--- src/rtl/tri_obs_chain_pkg.sv ---
package tri_obs_chain_pkg;

    typedef enum logic [1:0] {
        OP_HOLD    = 2'd0,
        OP_SHIFT   = 2'd1,
        OP_CAPTURE = 2'd2
    } chain_op_e;

    function automatic int unsigned chain_len(input int unsigned n_ctrl, input int unsigned n_out);
        return n_ctrl + 3 * n_out;
    endfunction

endpackage

--- src/rtl/chain_op_decode.sv ---
module chain_op_decode
    import tri_obs_chain_pkg::*;
(
    input  logic      sample_i,
    input  logic      shift_i,
    output chain_op_e op_o
);

    always_comb begin
        unique case ({sample_i, shift_i})
            2'b00:        op_o = OP_HOLD;
            2'b01:        op_o = OP_SHIFT;
            2'b10, 2'b11: op_o = OP_CAPTURE;
            default:      op_o = OP_HOLD;
        endcase
    end

endmodule

--- src/rtl/area_obs_chain.sv ---
module area_obs_chain
    import tri_obs_chain_pkg::*;
#(
    parameter int unsigned N_CTRL = 4,
    parameter int unsigned N_OUT  = 8
) (
    input  logic              clk,
    input  logic              rst_n,
    input  chain_op_e         op_i,
    input  logic [N_CTRL-1:0] ctrl_obs_i,
    input  logic [N_OUT-1:0]  mod_obs_i,
    input  logic [N_OUT-1:0]  maj_obs_i,
    input  logic [N_OUT-1:0]  min_obs_i,
    output logic              sdo_o
);

    localparam int unsigned LEN   = chain_len(N_CTRL, N_OUT);
    localparam int unsigned CNT_W = $clog2(LEN + 1);

    logic [LEN-1:0] cells;
    logic [LEN-1:0] load_vec;

    // position 0 is nearest the serial output
    for (genvar c = 0; c < N_CTRL; c++) begin : g_ctrl
        assign load_vec[c] = ctrl_obs_i[c];
    end
    for (genvar j = 0; j < N_OUT; j++) begin : g_out
        assign load_vec[N_CTRL + 3*j]     = mod_obs_i[j];
        assign load_vec[N_CTRL + 3*j + 1] = maj_obs_i[j];
        assign load_vec[N_CTRL + 3*j + 2] = min_obs_i[j];
    end

    always_ff @(posedge clk or negedge rst_n) begin
        if (!rst_n) begin
            cells <= '0;
        end else begin
            unique case (op_i)
                OP_HOLD:    cells <= cells;
                OP_SHIFT:   cells <= {1'b0, cells[LEN-1:1]};
                OP_CAPTURE: cells <= load_vec;
                default:    cells <= cells;
            endcase
        end
    end

    assign sdo_o = cells[0];

    // checker: shifts since last capture, saturating at chain length
    logic [CNT_W-1:0] drain_cnt;
    always_ff @(posedge clk or negedge rst_n) begin
        if (!rst_n) begin
            drain_cnt <= CNT_W'(LEN);
        end else if (op_i == OP_CAPTURE) begin
            drain_cnt <= '0;
        end else if (op_i == OP_SHIFT && drain_cnt != CNT_W'(LEN)) begin
            drain_cnt <= drain_cnt + 1'b1;
        end
    end

    p_capture_head_r2: assert property (@(posedge clk) disable iff (!rst_n)
        (op_i == OP_CAPTURE) |=> (sdo_o == $past(ctrl_obs_i[0])));

    p_hold_stable_r4: assert property (@(posedge clk) disable iff (!rst_n)
        (op_i == OP_HOLD) |=> $stable(sdo_o));

    p_drained_zero_r6: assert property (@(posedge clk) disable iff (!rst_n)
        (drain_cnt == CNT_W'(LEN)) |-> (sdo_o == 1'b0));

    p_reset_clear_r1: assert property (@(posedge clk) disable iff (!rst_n)
        $rose(rst_n) |-> (sdo_o == 1'b0));

endmodule

--- src/rtl/tri_obs_chain.sv ---
module tri_obs_chain
    import tri_obs_chain_pkg::*;
#(
    parameter int unsigned N_AREA = 3,
    parameter int unsigned N_CTRL = 4,
    parameter int unsigned N_OUT  = 8
) (
    input  logic                     clk,
    input  logic                     rst_n,
    input  logic                     sample_i,
    input  logic                     shift_i,
    input  logic [N_AREA*N_CTRL-1:0] ctrl_obs_i,
    input  logic [N_AREA*N_OUT-1:0]  mod_obs_i,
    input  logic [N_AREA*N_OUT-1:0]  maj_obs_i,
    input  logic [N_AREA*N_OUT-1:0]  min_obs_i,
    output logic [N_AREA-1:0]        sdo_o
);

    chain_op_e op;

    chain_op_decode u_dec (
        .sample_i (sample_i),
        .shift_i  (shift_i),
        .op_o     (op)
    );

    for (genvar a = 0; a < N_AREA; a++) begin : g_area
        area_obs_chain #(
            .N_CTRL (N_CTRL),
            .N_OUT  (N_OUT)
        ) u_chain (
            .clk        (clk),
            .rst_n      (rst_n),
            .op_i       (op),
            .ctrl_obs_i (ctrl_obs_i[a*N_CTRL +: N_CTRL]),
            .mod_obs_i  (mod_obs_i[a*N_OUT +: N_OUT]),
            .maj_obs_i  (maj_obs_i[a*N_OUT +: N_OUT]),
            .min_obs_i  (min_obs_i[a*N_OUT +: N_OUT]),
            .sdo_o      (sdo_o[a])
        );

        p_capture_wins_r5: assert property (@(posedge clk) disable iff (!rst_n)
            (sample_i && shift_i) |=> (sdo_o[a] == $past(ctrl_obs_i[a*N_CTRL])));
    end

endmodule

--- config.mk ---
export PLATFORM = sky130hd
export DESIGN_NAME = tri_obs_chain
export DESIGN_NICKNAME = d
export VERILOG_FILES = /design/src/rtl/tri_obs_chain_pkg.sv /design/src/rtl/chain_op_decode.sv /design/src/rtl/area_obs_chain.sv /design/src/rtl/tri_obs_chain.sv
export SDC_FILE = /design/constraint.sdc
export NUM_CORES = 1
export LEC_CHECK = 0
export ABC_AREA = 1
export BUFFER_PORTS_ARGS = -buffer_cell sky130_fd_sc_hd__buf_2
export CORE_MARGIN = 2
export CORE_UTILIZATION = 50
export DETAILED_ROUTE_END_ITERATION = 10
export GPL_ROUTABILITY_DRIVEN = 0
export PLACE_DENSITY = 0.8
export REMOVE_ABC_BUFFERS = 1
export SYNTH_ARGS = -nofsm -noshare
export SYNTH_HDL_FRONTEND = slang
export SYNTH_HIERARCHICAL = 1
export SYNTH_SLANG_ARGS = --single-unit
--- constraint.sdc ---
create_clock -name clk -period 2.4 [get_ports clk]
set_clock_uncertainty 0.1 [all_clocks]
set_input_delay 0.24 -clock clk [delete_from_list [all_inputs] [get_ports clk]]
set_output_delay 0.24 -clock clk [all_outputs]
set_load 0.01 [all_outputs]
==> results.toml, run 1 <==
[global_routing]
globalRouteMet2Util_pct = 31.2
grt_pass1_vias = 3786
busiest_layer = "met2"
use_met3_pct = 2.71
antenna_found_initial = 0
grt_pass1_wl_um = 16000
use_met1_pct = 25.4
grt_overflow = 0
grt_max_degree = 51
grt_use_total_pct = 18.8

[floorplan]
ios = 91
core_region_area_mm2 = 0.00933
die_width_um = 103
initial_core_util_pct = 52.2
dieHeight_um = 103
dieArea_mm2 = 0.0105
rows = 35

[clock_network]
cts_max_level = 3
cts_tree = "yes"
cts_setup_buffers = 0
cts_max_path_buffers = 2
post_cts_resized = 0
clk_latency_ns = 0.34
clk_pin_slew_ns = 0.09
numCtsBuffers = 9
root_buffer = "clkbuf_8"
cts_hold_buf = 1
cts.sinks = 84

[route]
dr.first_iter.drc_count = 200
ant_nets = 0
drt_pass1_iterations = 4
routed_wl_um = 9210
vias = 4000
routedWlPerCell_um = 10.1
drc = 0
vias_per_cell = 4.38

[layout]
largest-register = "g_area.u_chain/cells"
finalNetCount = 871
area_growth_pct = 13.0
layout-drive-gt1-share_pct = 18.7
final_cell_mix = "324 x nand2_1, 166 x inv_1, 89 x buf_2, 84 x dfrtp_1, 54 x nand3_1"
stdcell_area_mm2 = 0.00550
largest_reg_flops = 84
largestRegisters = "g_area.u_chain/cells x84"
antenna_cells = 0
layout_commonest_cell = "nand2_1"

[yosys]
syn-instance-count = 705
synthDominantCellAreaShare_pct = 43.2
syn_avg_cell_area_um2 = 6.90
synth.distinct_cells = 14
synth_area_leaders = "dfrtp_1 43%, nand2_1 25%, inv_1 13%, nand3_2 6.2%, nand3_1 5.6%"
netlist_area_mm2 = 0.00486
yosys.area.top_type = "dfrtp_1"
yosysSeqAreaShare_pct = 43.2
ys_warn_count = 6
synth-seq-cells = 84

[timing]
hold_viol_final = 0
relSlewSlack_pct = 60.6
worst_pin_slew_ns = 0.590
period_needed_ns = 1.46
finalSetupTns_ns = 0
report.final.slew_viol_count = 0
setup-violations-final = 0
clock.fmax_mhz = 685
grt_setup_unrepaired = "false"
post-route-period-util_pct = 60.8

[worst_setup_path]
cp-end-kind = "register"
path_max_fanout = 29
required_ns = 2.58
critical_path_class = "input port to register"
crit_arrival_ns = 1.64
startpoint_type = "input port"

[placed_design]
port_buffers = 90
dp_hpwl_um = 6100
dpl-instance-area_mm2 = 0.00527

[job]
drv_cap = 0

[power_and_ir_drop]
p_per_area_mw_per_mm2 = 708
cellLeakagePower_nw = 3.51
ir_drop_v = 0.000321

[status]
status = "finished, final reports clean"

[min_path]
worst_hold_path_type = "input port to register"
-- final timing paths --
check | to | from | cells after the start | slack, ns
worst min-delay path | g_area[0].u_chain/cells[27]$_DFFE_PN0P_ | min_obs_i[7] | 3 | 0.03
worst max register to register | g_area[2].u_chain/cells[10]$_DFFE_PN0P_ | g_area[2].u_chain/cells[11]$_DFFE_PN0P_ | 4 | 1.53
worst min register to register | g_area[0].u_chain/cells[19]$_DFFE_PN0P_ | g_area[0].u_chain/cells[19]$_DFFE_PN0P_ | 2 | 0.37
max in group asynchronous | g_area[0].u_chain/cells[16]$_DFFE_PN0P_ | rst_n | 3 | 1.27
min in group asynchronous | g_area[2].u_chain/cells[12]$_DFFE_PN0P_ | rst_n | 2 | 0.30
worst max-delay path | g_area[2].u_chain/cells[10]$_DFFE_PN0P_ | sample_i | 7 | 0.94
-- Yosys cell counts --
master,number
nand3_2,30
ha_1,3
buf_6,6
inv_1,166
inv_2,6
buf_4,9
clkbuf_1,1
nand3_1,54
o21ai_0,3
dfrtp_1,84
nand2_1,324
nor2_1,1
buf_2,15
buf_12,3
-- power by group --
group          switching, mW  internal [mW]
Clock                  0.485          0.615
Combinational          0.556          0.359
Sequential             0.157           1.72
Total                   1.20           2.70
-- metal layers --
metal  vias to the layer above  wire length [um]  share of wire (%)
met4                         0                80               0.87
met3                         5               305                3.3
li1                       2157                 -                  -
met2                        63              4140                 45
met5                         -                 0                  0
met1                      1775              4680                 51
-- area by class of cell --
class / instances / area [um^2]
timing repair buffer: 98 / 528
inverter: 172 / 646
multi-input combinational: 415 / 1840
tap: 129 / 161
clock inverter: 4 / 72.6
fill: 924 / 3830
sequential: 84 / 2100
clock buffer: 12 / 145
-- worst max-delay path, stage by stage --
cell	delay, ns
buf_2	0.12
nor2_1	0.17
inv_1	0.06
ha_1	0.32
inv_2	0.43
nand3_1	0.19
nand2_1	0.09
-- logic make-up after synthesis --
family	after synthesis	share of synthesized area, %
AO/OA/AOI/OAI	3	0.309
buffers and inverters	206	18.9
AND/OR/NAND/NOR	409	36.8
adder cells (fa/ha/maj)	3	0.772
flip-flops	84	43.2
-- through the flow --
step | setup slack [ns] | cells | util, % | hold WS [ns] | power, mW
after global routing | 0.790 | 914 | 58.9 | 0.0466 | 4.21
after detailed placement | 0.580 | 897 | 56.5 | 0.133 | 2.83
final | 0.940 | 914 | 58.9 | 0.0339 | 3.89
after CTS | 0.940 | 914 | 58.9 | 0.0200 | 3.95
after floorplan | 0.497 | 671 | - | -0.156 | 2.54
after global placement | 0.617 | 897 | 56.5 | 0.132 | 2.80
Power figures use the tool's default switching activity.
==> run 2: changes to the inputs <==
PLACE_DENSITY = 0.83   (was 0.8)
clock period = 1.3 ns   (was 2.4 ns; I/O delays follow)
==> results.toml, run 2 (synthesis results as in run 1) <==
[worst_setup_path]
cp-end-kind = "register"
crit_path_start = "shift_i"
startpoint_type = "input port"
path_max_fanout = 28
required_ns = 1.44
worstReg2RegStart = "g_area[0].u_chain/cells[19]$_DFFE_PN0P_"
crit_arrival_ns = 1.25
critical_path_class = "input port to register"

[layout]
multiInputGateArea_mm2 = 0.00184
seqCellArea_mm2 = 0.00210
stdcell_area_mm2 = 0.00660
largest_reg_flops = 84
area_growth_pct = 35.6
antenna_cells = 0
largestRegisters = "g_area.u_chain/cells x84"
finalNetCount = 971
n_fill_cell = 680
final_cell_mix = "324 x nand2_1, 166 x inv_1, 89 x buf_2, 84 x dfrtp_1, 82 x dlygate4sd3_1"
layout-drive-gt1-share_pct = 18.9
largest-register = "g_area.u_chain/cells"
post_layout_nonfiller_instances = 1014
layout_commonest_cell = "nand2_1"

[route]
ant_nets = 0
drc = 0
vias_per_cell = 4.56
vias = 4619
routedWlPerCell_um = 11.8
drt_pass1_iterations = 5
dr.first_iter.drc_count = 170
routed_wl_um = 11900

[timing]
setup_ws_ns = 0.185
post-route-period-util_pct = 85.7
clock.fmax_mhz = 897
hold_ws_ns = 0.0194
setup-violations-final = 0
grt_setup_unrepaired = "false"
period_needed_ns = 1.11
worst_pin_slew_ns = 0.294
relSlewSlack_pct = 80.4
hold_viol_final = 0
report.final.slew_viol_count = 0

[global_routing]
grt_pass1_vias = 4657
grt_overflow = 0
grt_pass1_wl_um = 20300
grt_max_degree = 49
use_met3_pct = 4.88
grt_use_total_pct = 24.6
antenna_found_initial = 0
globalRouteMet2Util_pct = 42.5
use_met1_pct = 29.2
busiest_layer = "met2"

[placed_design]
dp_hpwl_um = 6710
port_buffers = 90
dp_cells = 916
dpl-instance-area_mm2 = 0.00554
post-place-ws_ns = -0.173

[floorplan]
dieHeight_um = 103
rows = 35
die_width_um = 103
ios = 91
core_region_area_mm2 = 0.00933
initial_core_util_pct = 52.2
dieArea_mm2 = 0.0105

[clock_network]
root_buffer = "clkbuf_8"
post_cts_resized = 0
clk_latency_ns = 0.35
clk_pin_slew_ns = 0.09
cts_max_path_buffers = 2
cts_setup_buffers = 0
cts_max_level = 3
cts_tree = "yes"
numCtsBuffers = 9
cts.sinks = 84

[power_and_ir_drop]
ir_drop_v = 0.000772
p_per_area_mw_per_mm2 = 1180
cellLeakagePower_nw = 3.99

[min_path]
worst_hold_path_type = "input port to register"
worstHoldStart = "maj_obs_i[11]"

[status]
status = "finished, final reports clean"

[job]
drv_cap = 0
-- run 2: repair_timing --
action	4_1_cts	5_1_grt
endpoints found under the setup margin	0	0
hold buffers	82	0
endpoints found under the hold margin	165	0
-- run 2: per-stage QoR --
stage / utilization, % / TNS (ns) / total power, mW
6_report: 70.7 / 0 / 7.79
5_1_grt: 70.7 / 0 / 8.36
4_1_cts: 70.7 / 0 / 7.83
3_5_place_dp: 59.4 / -10.77 / 5.40
3_3_place_gp: 59.4 / -10.07 / 5.32
2_1_floorplan: - / -39.59 / 4.69
-- run 2: path summary, 6_finish.rpt --
kind | to | slack (ns) | cells after the start
worst max-delay path | g_area[0].u_chain/cells[18]$_DFFE_PN0P_ | 0.19 | 10
worst max register to register | g_area[0].u_chain/cells[18]$_DFFE_PN0P_ | 0.46 | 4
max in group asynchronous | g_area[1].u_chain/cells[22]$_DFFE_PN0P_ | 0.65 | 3
worst min register to register | g_area[2].u_chain/cells[23]$_DFFE_PN0P_ | 0.38 | 2
worst min-delay path | g_area[1].u_chain/cells[14]$_DFFE_PN0P_ | 0.02 | 5
min in group asynchronous | g_area[2].u_chain/cells[10]$_DFFE_PN0P_ | 0.20 | 3
-- run 2: worst max-delay path, cell delays in order --
cell and delay [ns]:
buf_2 0.10, inv_1 0.04, nor2_1 0.03, buf_4 0.13
inv_1 0.07, ha_1 0.19, buf_4 0.31, nand2_1 0.11
nand3_2 0.08, nand2_1 0.06
-- run 2: area by class of cell --
type / count / share of cell area (%)
clock buffer: 10 / 1.93
clock inverter: 6 / 1.71
inverter: 172 / 9.78
multi-input combinational: 415 / 27.9
sequential: 84 / 31.9
tap: 129 / 2.45
timing repair buffer: 198 / 24.3
-- run 2: power by group --
part | internal, mW | switching, mW
Combinational | 0.954 | 1.13
Clock | 1.28 | 0.944
Sequential | 3.18 | 0.308
-- run 2: routing by layer --
metal / vias up / share of wire (%)
met2: 143 / 51
met5: - / 0
met4: 0 / 3.9
li1: 2363 / -
met3: 45 / 4.1
met1: 2068 / 41
==> run 3: changes to the inputs <==
PLACE_DENSITY = 0.82   (was 0.83)
==> results.toml, run 3 (synthesis results as in run 1) <==
[status]
status = "finished, final reports clean"

[worst_setup_path]
crit_path_top_delay_cell = "ha_1"
cp_cell_sequence = "buf_2, nor2_1, inv_1, ha_1, buf_4, nand2_1, nand2_1"
path_max_fanout = 27
critical_path_class = "input port to register"
crit_arrival_ns = 1.40
crit_path_max_incr_delay_ns = 0.31
crit_top_cell = "nand2_1"
crit_path_start = "sample_i"
required_ns = 1.49
worstReg2RegStart = "g_area[1].u_chain/cells[25]$_DFFE_PN0P_"
cp_num_buf_inv = 3
startpoint_type = "input port"
cp-end-kind = "register"
path_delay_family = "buffers and inverters"

[timing]
post-route-period-util_pct = 92.4
clock.fmax_mhz = 833
setup-violations-final = 0
setup_ws_ns = 0.0992
relSlewSlack_pct = 70.5
period_needed_ns = 1.20
report.final.slew_viol_count = 0
grt_setup_unrepaired = "false"
hold_viol_final = 0
worst_pin_slew_ns = 0.443

[clock_network]
cts_max_level = 3
cts_max_path_buffers = 2
root_buffer = "clkbuf_8"
clk_latency_ns = 0.35
cts_tree = "yes"
cts_setup_buffers = 0
post_cts_resized = 0
numCtsBuffers = 9
clk_pin_slew_ns = 0.08
cts.sinks = 84

[min_path]
worstHoldStart = "maj_obs_i[20]"
worst_hold_path_type = "input port to register"

[global_routing]
grt_max_degree = 85
grt_overflow = 0
grt_pass1_wl_um = 19500
grt_use_total_pct = 23.7
antenna_found_initial = 1
grt_pass1_vias = 4509

[layout]
area_growth_pct = 34.3
final_cell_mix = "324 x nand2_1, 166 x inv_1, 89 x buf_2, 84 x dfrtp_1, 75 x dlygate4sd3_1"
layout_commonest_cell = "nand2_1"
layout-drive-gt1-share_pct = 18.6
finalNetCount = 961
final_util_pct = 70.0
largest-register = "g_area.u_chain/cells"
post_layout_nonfiller_instances = 1004
largestRegisters = "g_area.u_chain/cells x84"
largest_reg_flops = 84

[floorplan]
dieArea_mm2 = 0.0105
ios = 91
core_region_area_mm2 = 0.00933
die_width_um = 103
dieHeight_um = 103
rows = 35
initial_core_util_pct = 52.2

[power_and_ir_drop]
ir_drop_v = 0.000702
p_total_mw = 7.93
p_per_area_mw_per_mm2 = 1210
cellLeakagePower_nw = 3.96

[route]
drt_pass1_iterations = 5
vias = 4584
dr.first_iter.drc_count = 180
routed_wl_um = 11500
vias_per_cell = 4.57
ant_nets = 0
drc = 0
routedWlPerCell_um = 11.5

[placed_design]
dp_cells = 913
post-place-ws_ns = -0.215
dp_hpwl_um = 6510
port_buffers = 90

[job]
drv_cap = 0
[run 3: what timing repair did]
item	4_1_cts	5_1_grt
hold buffers	75	0
hold endpoints to repair	158	0
endpoints found under the setup margin	0	0
[run 3: tightest hold or removal path, stage by stage]
cell and delay (ns):
buf_2 0.07, inv_1 0.04, nand2_1 0.07, nand3_2 0.07, nand2_1 0.05
[run 3: path summary, 6_finish.rpt]
kind                       slack [ns]  cells after the start                                 endpoint
min                              0.01                      5  g_area[2].u_chain/cells[17]$_DFFE_PN0P_
min in group asynchronous        0.25                      3  g_area[0].u_chain/cells[16]$_DFFE_PN0P_
min reg2reg                      0.38                      2   g_area[1].u_chain/cells[9]$_DFFE_PN0P_
max                               0.1                      7   g_area[2].u_chain/cells[9]$_DFFE_PN0P_
max in group asynchronous        0.52                      3  g_area[1].u_chain/cells[22]$_DFFE_PN0P_
max reg2reg                      0.41                      4  g_area[1].u_chain/cells[24]$_DFFE_PN0P_
[run 3: report_power, final]
part	switching [mW]	internal [mW]	leakage, nW
sequential	0.303	3.18	1.02
clock	0.923	1.46	0.126
combinational	1.13	0.939	2.81
total	2.36	5.58	3.96
[run 3: cell type report]
type                            instances  area [um^2]
Antenna cell                            1         2.50
Clock buffer                           10          128
Clock inverter                          5          125
Fill cell                             711         2790
Inverter                              172          646
Multi-Input combinational cell        415         1840
Sequential cell                        84         2100
Tap cell                              129          161
Timing Repair Buffer                  188         1530
[run 3: through the flow]
stage | cell area [um^2] | setup TNS (ns) | hold slack [ns]
after floorplan | 4590 | -39.59 | -0.266
after global placement | 5530 | -14.34 | 0.101
after detailed placement | 5530 | -15.26 | 0.102
after CTS | 6530 | 0 | 0.00344
after global routing | 6530 | 0 | 0.0267
final | 6530 | 0 | 0.00962
[run 3: metal layers]
metal	track usage (%)	up-vias	routed length, um	part of all wire (%)
li1	-	2339	-	-
met1	27.6	2066	4690	41
met2	42.4	139	5940	51
met3	4.95	40	502	4.3
met4	9.85	0	410	3.6
met5	0	-	0	0
